[src/rtl/tps_pkg.sv]
package tps_pkg;
  typedef enum logic [1:0] {
    KIND_AROW = 2'd0,
    KIND_BCOL = 2'd1,
    KIND_CWB  = 2'd2
  } burst_kind_e;
endpackage

[src/rtl/tps_walker.sv]
// Follows the compute position through entries, tile pairs and result tiles.
module tps_walker #(
  parameter int N  = 8,
  parameter int CW = 4,
  localparam int RW = $clog2(N)
) (
  input  logic          clk,
  input  logic          rst,
  input  logic          init,
  input  logic [CW-1:0] cfg_t1,
  input  logic [CW-1:0] cfg_t2,
  input  logic [CW-1:0] cfg_t3,
  input  logic          entry_done,
  output logic [RW-1:0] row,
  output logic [RW-1:0] col,
  output logic [RW-1:0] row_nxt,
  output logic [RW-1:0] col_nxt,
  output logic          row_fin,
  output logic          col_fin,
  output logic          step_end,
  output logic          otile_end,
  output logic          last_step
);
  localparam logic [RW-1:0] LASTI = RW'(N - 1);

  logic [CW-1:0] k1, k2, k3;
  logic [CW-1:0] t, t1, t3;
  logic          t_wrap, t3_wrap;

  assign t_wrap    = (t  == k2 - CW'(1));
  assign t3_wrap   = (t3 == k3 - CW'(1));
  assign row_fin   = entry_done && (col == LASTI);
  assign col_fin   = entry_done && (row == LASTI);
  assign step_end  = row_fin && (row == LASTI);
  assign otile_end = step_end && t_wrap;
  assign last_step = t_wrap && t3_wrap && (t1 == k1 - CW'(1));

  always_comb begin
    row_nxt = row;
    col_nxt = col;
    if (init) begin
      row_nxt = '0;
      col_nxt = '0;
    end else if (entry_done) begin
      if (col == LASTI) begin
        col_nxt = '0;
        row_nxt = (row == LASTI) ? '0 : row + RW'(1);
      end else begin
        col_nxt = col + RW'(1);
      end
    end
  end

  always_ff @(posedge clk) begin
    if (rst) begin
      row <= '0;
      col <= '0;
      t   <= '0;
      t1  <= '0;
      t3  <= '0;
      k1  <= '0;
      k2  <= '0;
      k3  <= '0;
    end else begin
      row <= row_nxt;
      col <= col_nxt;
      if (init) begin
        t  <= '0;
        t1 <= '0;
        t3 <= '0;
        k1 <= cfg_t1;
        k2 <= cfg_t2;
        k3 <= cfg_t3;
      end else if (step_end) begin
        if (t_wrap) begin
          t <= '0;
          if (t3_wrap) begin
            t3 <= '0;
            t1 <= t1 + CW'(1);
          end else begin
            t3 <= t3 + CW'(1);
          end
        end else begin
          t <= t + CW'(1);
        end
      end
    end
  end
endmodule

[src/rtl/tps_slots.sv]
// One pending/valid pair per row or column of a scratch-pad bank.
module tps_slots #(
  parameter int N         = 8,
  parameter bit INIT_PEND = 1'b1,
  localparam int RW = $clog2(N)
) (
  input  logic          clk,
  input  logic          rst,
  input  logic          init,
  input  logic          rel_one,
  input  logic [RW-1:0] rel_idx,
  input  logic          rel_all,
  input  logic          ack,
  input  logic [RW-1:0] ack_idx,
  output logic [N-1:0]  pend,
  output logic [N-1:0]  val,
  output logic [N-1:0]  val_nxt
);
  logic [N-1:0] pend_nxt;

  for (genvar i = 0; i < N; i++) begin : g_slot
    always_comb begin
      pend_nxt[i] = pend[i];
      val_nxt[i]  = val[i];
      if (init) begin
        pend_nxt[i] = INIT_PEND;
        val_nxt[i]  = ~INIT_PEND;
      end else begin
        if (rel_all || (rel_one && rel_idx == RW'(i))) begin
          pend_nxt[i] = 1'b1;
          val_nxt[i]  = 1'b0;
        end
        if (ack && ack_idx == RW'(i)) begin
          pend_nxt[i] = 1'b0;
          val_nxt[i]  = 1'b1;
        end
      end
    end

    always_ff @(posedge clk) begin
      if (rst) begin
        pend[i] <= 1'b0;
        val[i]  <= ~INIT_PEND;
      end else begin
        pend[i] <= pend_nxt[i];
        val[i]  <= val_nxt[i];
      end
    end
  end
endmodule

[src/rtl/tps_arb.sv]
// Single-outstanding burst issuer: C write-back, then A, then B; lowest index first.
module tps_arb #(
  parameter int N = 8,
  localparam int RW = $clog2(N)
) (
  input  logic          clk,
  input  logic          rst,
  input  logic [N-1:0]  a_pend,
  input  logic [N-1:0]  b_pend,
  input  logic [N-1:0]  c_pend,
  input  logic          burst_ack,
  output logic          burst_req,
  output logic [1:0]    burst_kind,
  output logic [RW-1:0] burst_idx,
  output logic          ack_a,
  output logic          ack_b,
  output logic          ack_c
);
  import tps_pkg::*;

  logic [RW-1:0] a_sel, b_sel, c_sel;
  logic          done_now;

  always_comb begin
    a_sel = '0;
    b_sel = '0;
    c_sel = '0;
    for (int i = N - 1; i >= 0; i--) begin
      if (a_pend[i]) a_sel = RW'(i);
      if (b_pend[i]) b_sel = RW'(i);
      if (c_pend[i]) c_sel = RW'(i);
    end
  end

  assign done_now = burst_req && burst_ack;
  assign ack_a = done_now && (burst_kind == KIND_AROW);
  assign ack_b = done_now && (burst_kind == KIND_BCOL);
  assign ack_c = done_now && (burst_kind == KIND_CWB);

  always_ff @(posedge clk) begin
    if (rst) begin
      burst_req  <= 1'b0;
      burst_kind <= KIND_AROW;
      burst_idx  <= '0;
    end else if (burst_req) begin
      if (burst_ack) burst_req <= 1'b0;
    end else if (|c_pend) begin
      burst_req  <= 1'b1;
      burst_kind <= KIND_CWB;
      burst_idx  <= c_sel;
    end else if (|a_pend) begin
      burst_req  <= 1'b1;
      burst_kind <= KIND_AROW;
      burst_idx  <= a_sel;
    end else if (|b_pend) begin
      burst_req  <= 1'b1;
      burst_kind <= KIND_BCOL;
      burst_idx  <= b_sel;
    end
  end
endmodule

[src/rtl/tile_prefetch_sched.sv]
module tile_prefetch_sched #(
  parameter int N  = 8,
  parameter int CW = 4,
  localparam int RW = $clog2(N)
) (
  input  logic          clk,
  input  logic          rst,
  input  logic          start,
  input  logic [CW-1:0] cfg_t1,
  input  logic [CW-1:0] cfg_t2,
  input  logic [CW-1:0] cfg_t3,
  input  logic          entry_done,
  output logic          may_compute,
  output logic          burst_req,
  output logic [1:0]    burst_kind,
  output logic [RW-1:0] burst_idx,
  input  logic          burst_ack,
  output logic          fill_vld,
  output logic [1:0]    fill_kind,
  output logic [RW-1:0] fill_idx,
  output logic          done
);
  logic [RW-1:0] row, col, row_nxt, col_nxt;
  logic          row_fin, col_fin, step_end, otile_end, last_step;
  logic [N-1:0]  a_pend, a_val, a_val_nxt;
  logic [N-1:0]  b_pend, b_val, b_val_nxt;
  logic [N-1:0]  c_pend, c_val, c_val_nxt;
  logic          ack_a, ack_b, ack_c;
  logic          running, running_nxt, armed, accept, any_pend;
  logic          work_done;

  assign any_pend  = |{a_pend, b_pend, c_pend};
  assign accept    = start && !running && !any_pend && !burst_req;
  assign work_done = entry_done && step_end && last_step;

  always_comb begin
    running_nxt = running;
    if (accept)         running_nxt = 1'b1;
    else if (work_done) running_nxt = 1'b0;
  end

  tps_walker #(.N(N), .CW(CW)) u_walk (
    .clk(clk), .rst(rst), .init(accept),
    .cfg_t1(cfg_t1), .cfg_t2(cfg_t2), .cfg_t3(cfg_t3),
    .entry_done(entry_done && running),
    .row(row), .col(col), .row_nxt(row_nxt), .col_nxt(col_nxt),
    .row_fin(row_fin), .col_fin(col_fin), .step_end(step_end),
    .otile_end(otile_end), .last_step(last_step)
  );

  tps_slots #(.N(N), .INIT_PEND(1'b1)) u_aslots (
    .clk(clk), .rst(rst), .init(accept),
    .rel_one(row_fin && !last_step), .rel_idx(row), .rel_all(1'b0),
    .ack(ack_a), .ack_idx(burst_idx),
    .pend(a_pend), .val(a_val), .val_nxt(a_val_nxt)
  );

  tps_slots #(.N(N), .INIT_PEND(1'b1)) u_bslots (
    .clk(clk), .rst(rst), .init(accept),
    .rel_one(col_fin && !last_step), .rel_idx(col), .rel_all(1'b0),
    .ack(ack_b), .ack_idx(burst_idx),
    .pend(b_pend), .val(b_val), .val_nxt(b_val_nxt)
  );

  tps_slots #(.N(N), .INIT_PEND(1'b0)) u_cslots (
    .clk(clk), .rst(rst), .init(accept),
    .rel_one(1'b0), .rel_idx(row), .rel_all(otile_end),
    .ack(ack_c), .ack_idx(burst_idx),
    .pend(c_pend), .val(c_val), .val_nxt(c_val_nxt)
  );

  tps_arb #(.N(N)) u_arb (
    .clk(clk), .rst(rst),
    .a_pend(a_pend), .b_pend(b_pend), .c_pend(c_pend),
    .burst_ack(burst_ack),
    .burst_req(burst_req), .burst_kind(burst_kind), .burst_idx(burst_idx),
    .ack_a(ack_a), .ack_b(ack_b), .ack_c(ack_c)
  );

  always_ff @(posedge clk) begin
    if (rst) begin
      running     <= 1'b0;
      armed       <= 1'b0;
      may_compute <= 1'b0;
      done        <= 1'b0;
      fill_vld    <= 1'b0;
      fill_kind   <= '0;
      fill_idx    <= '0;
    end else begin
      running     <= running_nxt;
      may_compute <= running_nxt && a_val_nxt[row_nxt] && b_val_nxt[col_nxt]
                     && c_val_nxt[row_nxt];
      fill_vld    <= burst_req && burst_ack;
      if (burst_req && burst_ack) begin
        fill_kind <= burst_kind;
        fill_idx  <= burst_idx;
      end
      if (accept) begin
        armed <= 1'b1;
        done  <= 1'b0;
      end else begin
        done <= armed && !running && !any_pend && !burst_req;
      end
    end
  end
endmodule

[config.mk]
export PLATFORM = sky130hd
export DESIGN_NAME = tile_prefetch_sched
export DESIGN_NICKNAME = d
export VERILOG_FILES = /design/src/rtl/tps_pkg.sv /design/src/rtl/tps_walker.sv /design/src/rtl/tps_slots.sv /design/src/rtl/tps_arb.sv /design/src/rtl/tile_prefetch_sched.sv
export SDC_FILE = /design/constraint.sdc
export NUM_CORES = 1
export LEC_CHECK = 0
export BUFFER_PORTS_ARGS = -buffer_cell sky130_fd_sc_hd__buf_2
export CAP_MARGIN = 15
export CORE_MARGIN = 2
export CORE_UTILIZATION = 59
export DETAILED_ROUTE_END_ITERATION = 12
export GPL_TIMING_DRIVEN = 1
export PLACE_DENSITY = 0.86
export SLEW_MARGIN = 40
export SYNTH_ARGS = -nofsm -noshare
export SYNTH_HDL_FRONTEND = slang
export SYNTH_HIERARCHICAL = 1
export SYNTH_SLANG_ARGS = --single-unit
[constraint.sdc]
create_clock -name clk -period 5 [get_ports clk]
set_clock_uncertainty 0.1 [all_clocks]
set_input_delay 0.25 -clock clk [delete_from_list [all_inputs] [get_ports clk]]
set_output_delay 0.25 -clock clk [all_outputs]
set_load 0.05 [all_outputs]
==> metrics.yaml <==
sta:
  hold_viol_final: 0
  setup-tns-final_ns: 0
  drv_slew: 0
  tightest_slew_ns: 0.789
  rsz0062_at_grt: "false"
  relSlewSlack_pct: 47.4
  max_freq_ghz: 0.253
  finalCriticalPeriod_ns: 3.96
  finalSetupViolations: 0
  fin_crit_sh_pct: 79.2
  worst_slack_ns: 1.04
setup_path:
  crit_type: "reg -> reg"
  worstPathArrival_ns: 4.12
  critPathMaxFanout: 20
  setup.worst_path.start_class: "flip-flop"
  cp-end-kind: "flip-flop"
  cp.required_ns: 5.16
final_layout:
  final_cell_area_um2: 5470
  fin_cells: 710
  num_antenna_cells: 0
  final_util_pct: 66.3
  nFillCells: 692
  nets: 627
  area_growth_pct: 8.70
  drive_gt1_share_pct: 15.9
synth:
  synth_top_area_share_pct: 37.4
  syn_area_per_cell_um2: 8.84
  yosys.cell_types.count: 66
  synthTopCellsByCount: "94 x dfxtp_1, 53 x nor2_1, 30 x a21oi_1"
  synth-main-ff-cell: "dfxtp_1"
  ys_ff_latch: 94
  yosysWarnings: 6
  syn-cell-area_um2: 5040
  yosysMostFrequentCell: "dfxtp_1"
  synth.top_cells.by_area: "dfxtp_1 37%, nor2_1 4.0%, mux2i_1 3.6%"
  syn_inst: 570
  yosys.area.top_type: "dfxtp_1"
  ys_async_sr_fraction_pct: 0
  seq_area_frac_synth_pct: 37.4
  synth_edf_count: 0
pwr:
  leakage_nw: 2.20
  power.net_switching_uw: 396
  ir_drop_uv: 126
  switching_share_pct: 28.2
  p_comb_share_pct: 9.9
  intPower_mw: 1.01
  powerDensity_nw_per_um2: 257
  seqPwrFrac_pct: 56.6
  p_clk_share_pct: 33.5
route:
  drc_errors: 0
  drtIter0Drc: 341
  via_count: 4629
  viasPerCell: 6.52
  wl_per_cell_um: 17.6
  first_pass_iters: 5
  wl_mm: 12.5
  ant_nets: 0
grt:
  grt_pass1_wl_mm: 20.5
  met3_usage_pct: 3.26
  grt_use_met1_pct: 37.3
  grt_pass1_vias: 4306
  grt_max_degree: 42
  use_met2_pct: 46.8
  grt.overflow.total: 0
  antenna_found_initial: 0
  busiest_layer: "met2"
  grt_util_all_layers_pct: 28.1
min_path:
  min_path_type: "in -> reg"
floorplan:
  rows: 33
  start_util_pct: 61.0
  coreArea_um2: 8260
  die_x_um: 96.4
  die_area_um2: 9290
  ios: 31
  dieHeight_um: 96.4
clock_tree:
  cts-root-buf: "clkbuf_8"
  cts.clk_slew.worst_paths_ns: 0.09
  ctsHoldBuffers: 0
  numCtsBuffers: 9
  cts_tree: "yes"
  cts_buffer_depth: 2
  cts-resized-gates: 0
  clock_latency_ns: 0.36
  clock-sinks: 94
  postCtsSetupBuffers: 0
  htreeDepth: 3
place:
  gp_congestion: 0.897
  dp_hpwl_mm: 8.85
  place_ws_ns: 1.14
  post-place-cells: 694
  portBuffers: 30
  placed_cell_area_um2: 5290
run:
  maxCapViolCount: 0
outcome:
  outcome: "complete, no violations"
-- per-stage QoR --
| stage | power (mW) | hold slack (ns) |
|---|---|---|
| 6_report | 1.40 | 0.0172 |
| 5_1_grt | 1.46 | 0.0203 |
| 4_1_cts | 1.41 | 0.0112 |
| 3_5_place_dp | 0.947 | 0.340 |
| 3_3_place_gp | 0.943 | 0.338 |
| 2_1_floorplan | 0.905 | 0.215 |
-- logic make-up after synthesis --
kind of cell | synth area share, %
compound gates | 21.6
xor+xnor | 3.30
fa+ha+maj | 2.48
buf+inv | 3.90
flops | 37.4
mux | 5.14
other cells | 0.0745
simple gates | 26.2
-- layer usage --
| layer | share of wire (%) | vias up | wire length [um] |
|---|---|---|---|
| li1 | - | 2192 | - |
| met1 | 44 | 2197 | 5480 |
| met2 | 48 | 211 | 5950 |
| met3 | 6.2 | 29 | 780 |
| met4 | 2.2 | 0 | 281 |
| met5 | 0 | - | 0 |
-- final timing paths --
kind         slack (ns)           from            to  depth (start not counted)
max                1.04  u_walk/row[0]   may_compute                         12
min                0.02      cfg_t1[1]  u_walk/k1[1]                          3
max reg2reg        1.04  u_walk/row[0]   may_compute                         12
min reg2reg        0.37    fill_idx[1]   fill_idx[1]                          2
-- critical path, stage by stage (launching register included) --
cell      delay [ns]
dfxtp_1         0.62
ha_1            0.23
ha_1            0.26
nand3_4         0.11
or3_1           0.39
or3_1           0.51
inv_1           0.48
nand2b_1        0.22
o211ai_1        0.12
nand3_1         0.10
o21ai_0         0.07
mux4_2          0.47
and3_1          0.17
-- area by class of cell --
type	instances	area, um^2	area share, %
Tap cell	105	131	2.40
Timing Repair Buffer	34	180	3.29
Multi-Input combinational cell	436	3010	54.9
Clock inverter	6	42.5	0.777
Clock buffer	10	138	2.51
Sequential cell	94	1880	34.4
Inverter	25	93.8	1.71
-- power groups by stage --
| stage | clock network [mW] | registers, mW | logic [mW] |
|---|---|---|---|
| final | 0.471 | 0.795 | 0.139 |
| after global routing | 0.510 | 0.799 | 0.151 |
| after CTS | 0.479 | 0.795 | 0.136 |
| after detailed placement | 0 | 0.812 | 0.135 |
| after global placement | 0 | 0.811 | 0.132 |
| after floorplan | 0 | 0.817 | 0.0872 |
-- sequential cells by signal, summed over array words and instances, names as in the netlist, 8 cells and up --
name / flops
u_aslots/pend: 8
u_aslots/val: 8
u_bslots/pend: 8
u_bslots/val: 8
u_cslots/pend: 8
u_cslots/val: 8
-- cells in the final DEF, fill, tap and decap left out, types with 11 or more instances in the layout --
master / netlist / routed
a31o_2: 14 / 14
buf_2: 7 / 30
a21oi_1: 30 / 30
nand2_1: 28 / 28
mux2i_1: 18 / 18
nor2_1: 53 / 52
nand2b_1: 12 / 12
a31oi_1: 12 / 12
o211ai_1: 17 / 17
nor4_1: 15 / 14
a21o_1: 14 / 14
o21ai_0: 11 / 11
nor3_1: 29 / 29
a211oi_1: 17 / 17
inv_1: 25 / 25
dfxtp_1: 94 / 93
nand3_1: 16 / 16
Power figures use the tool's default switching activity.
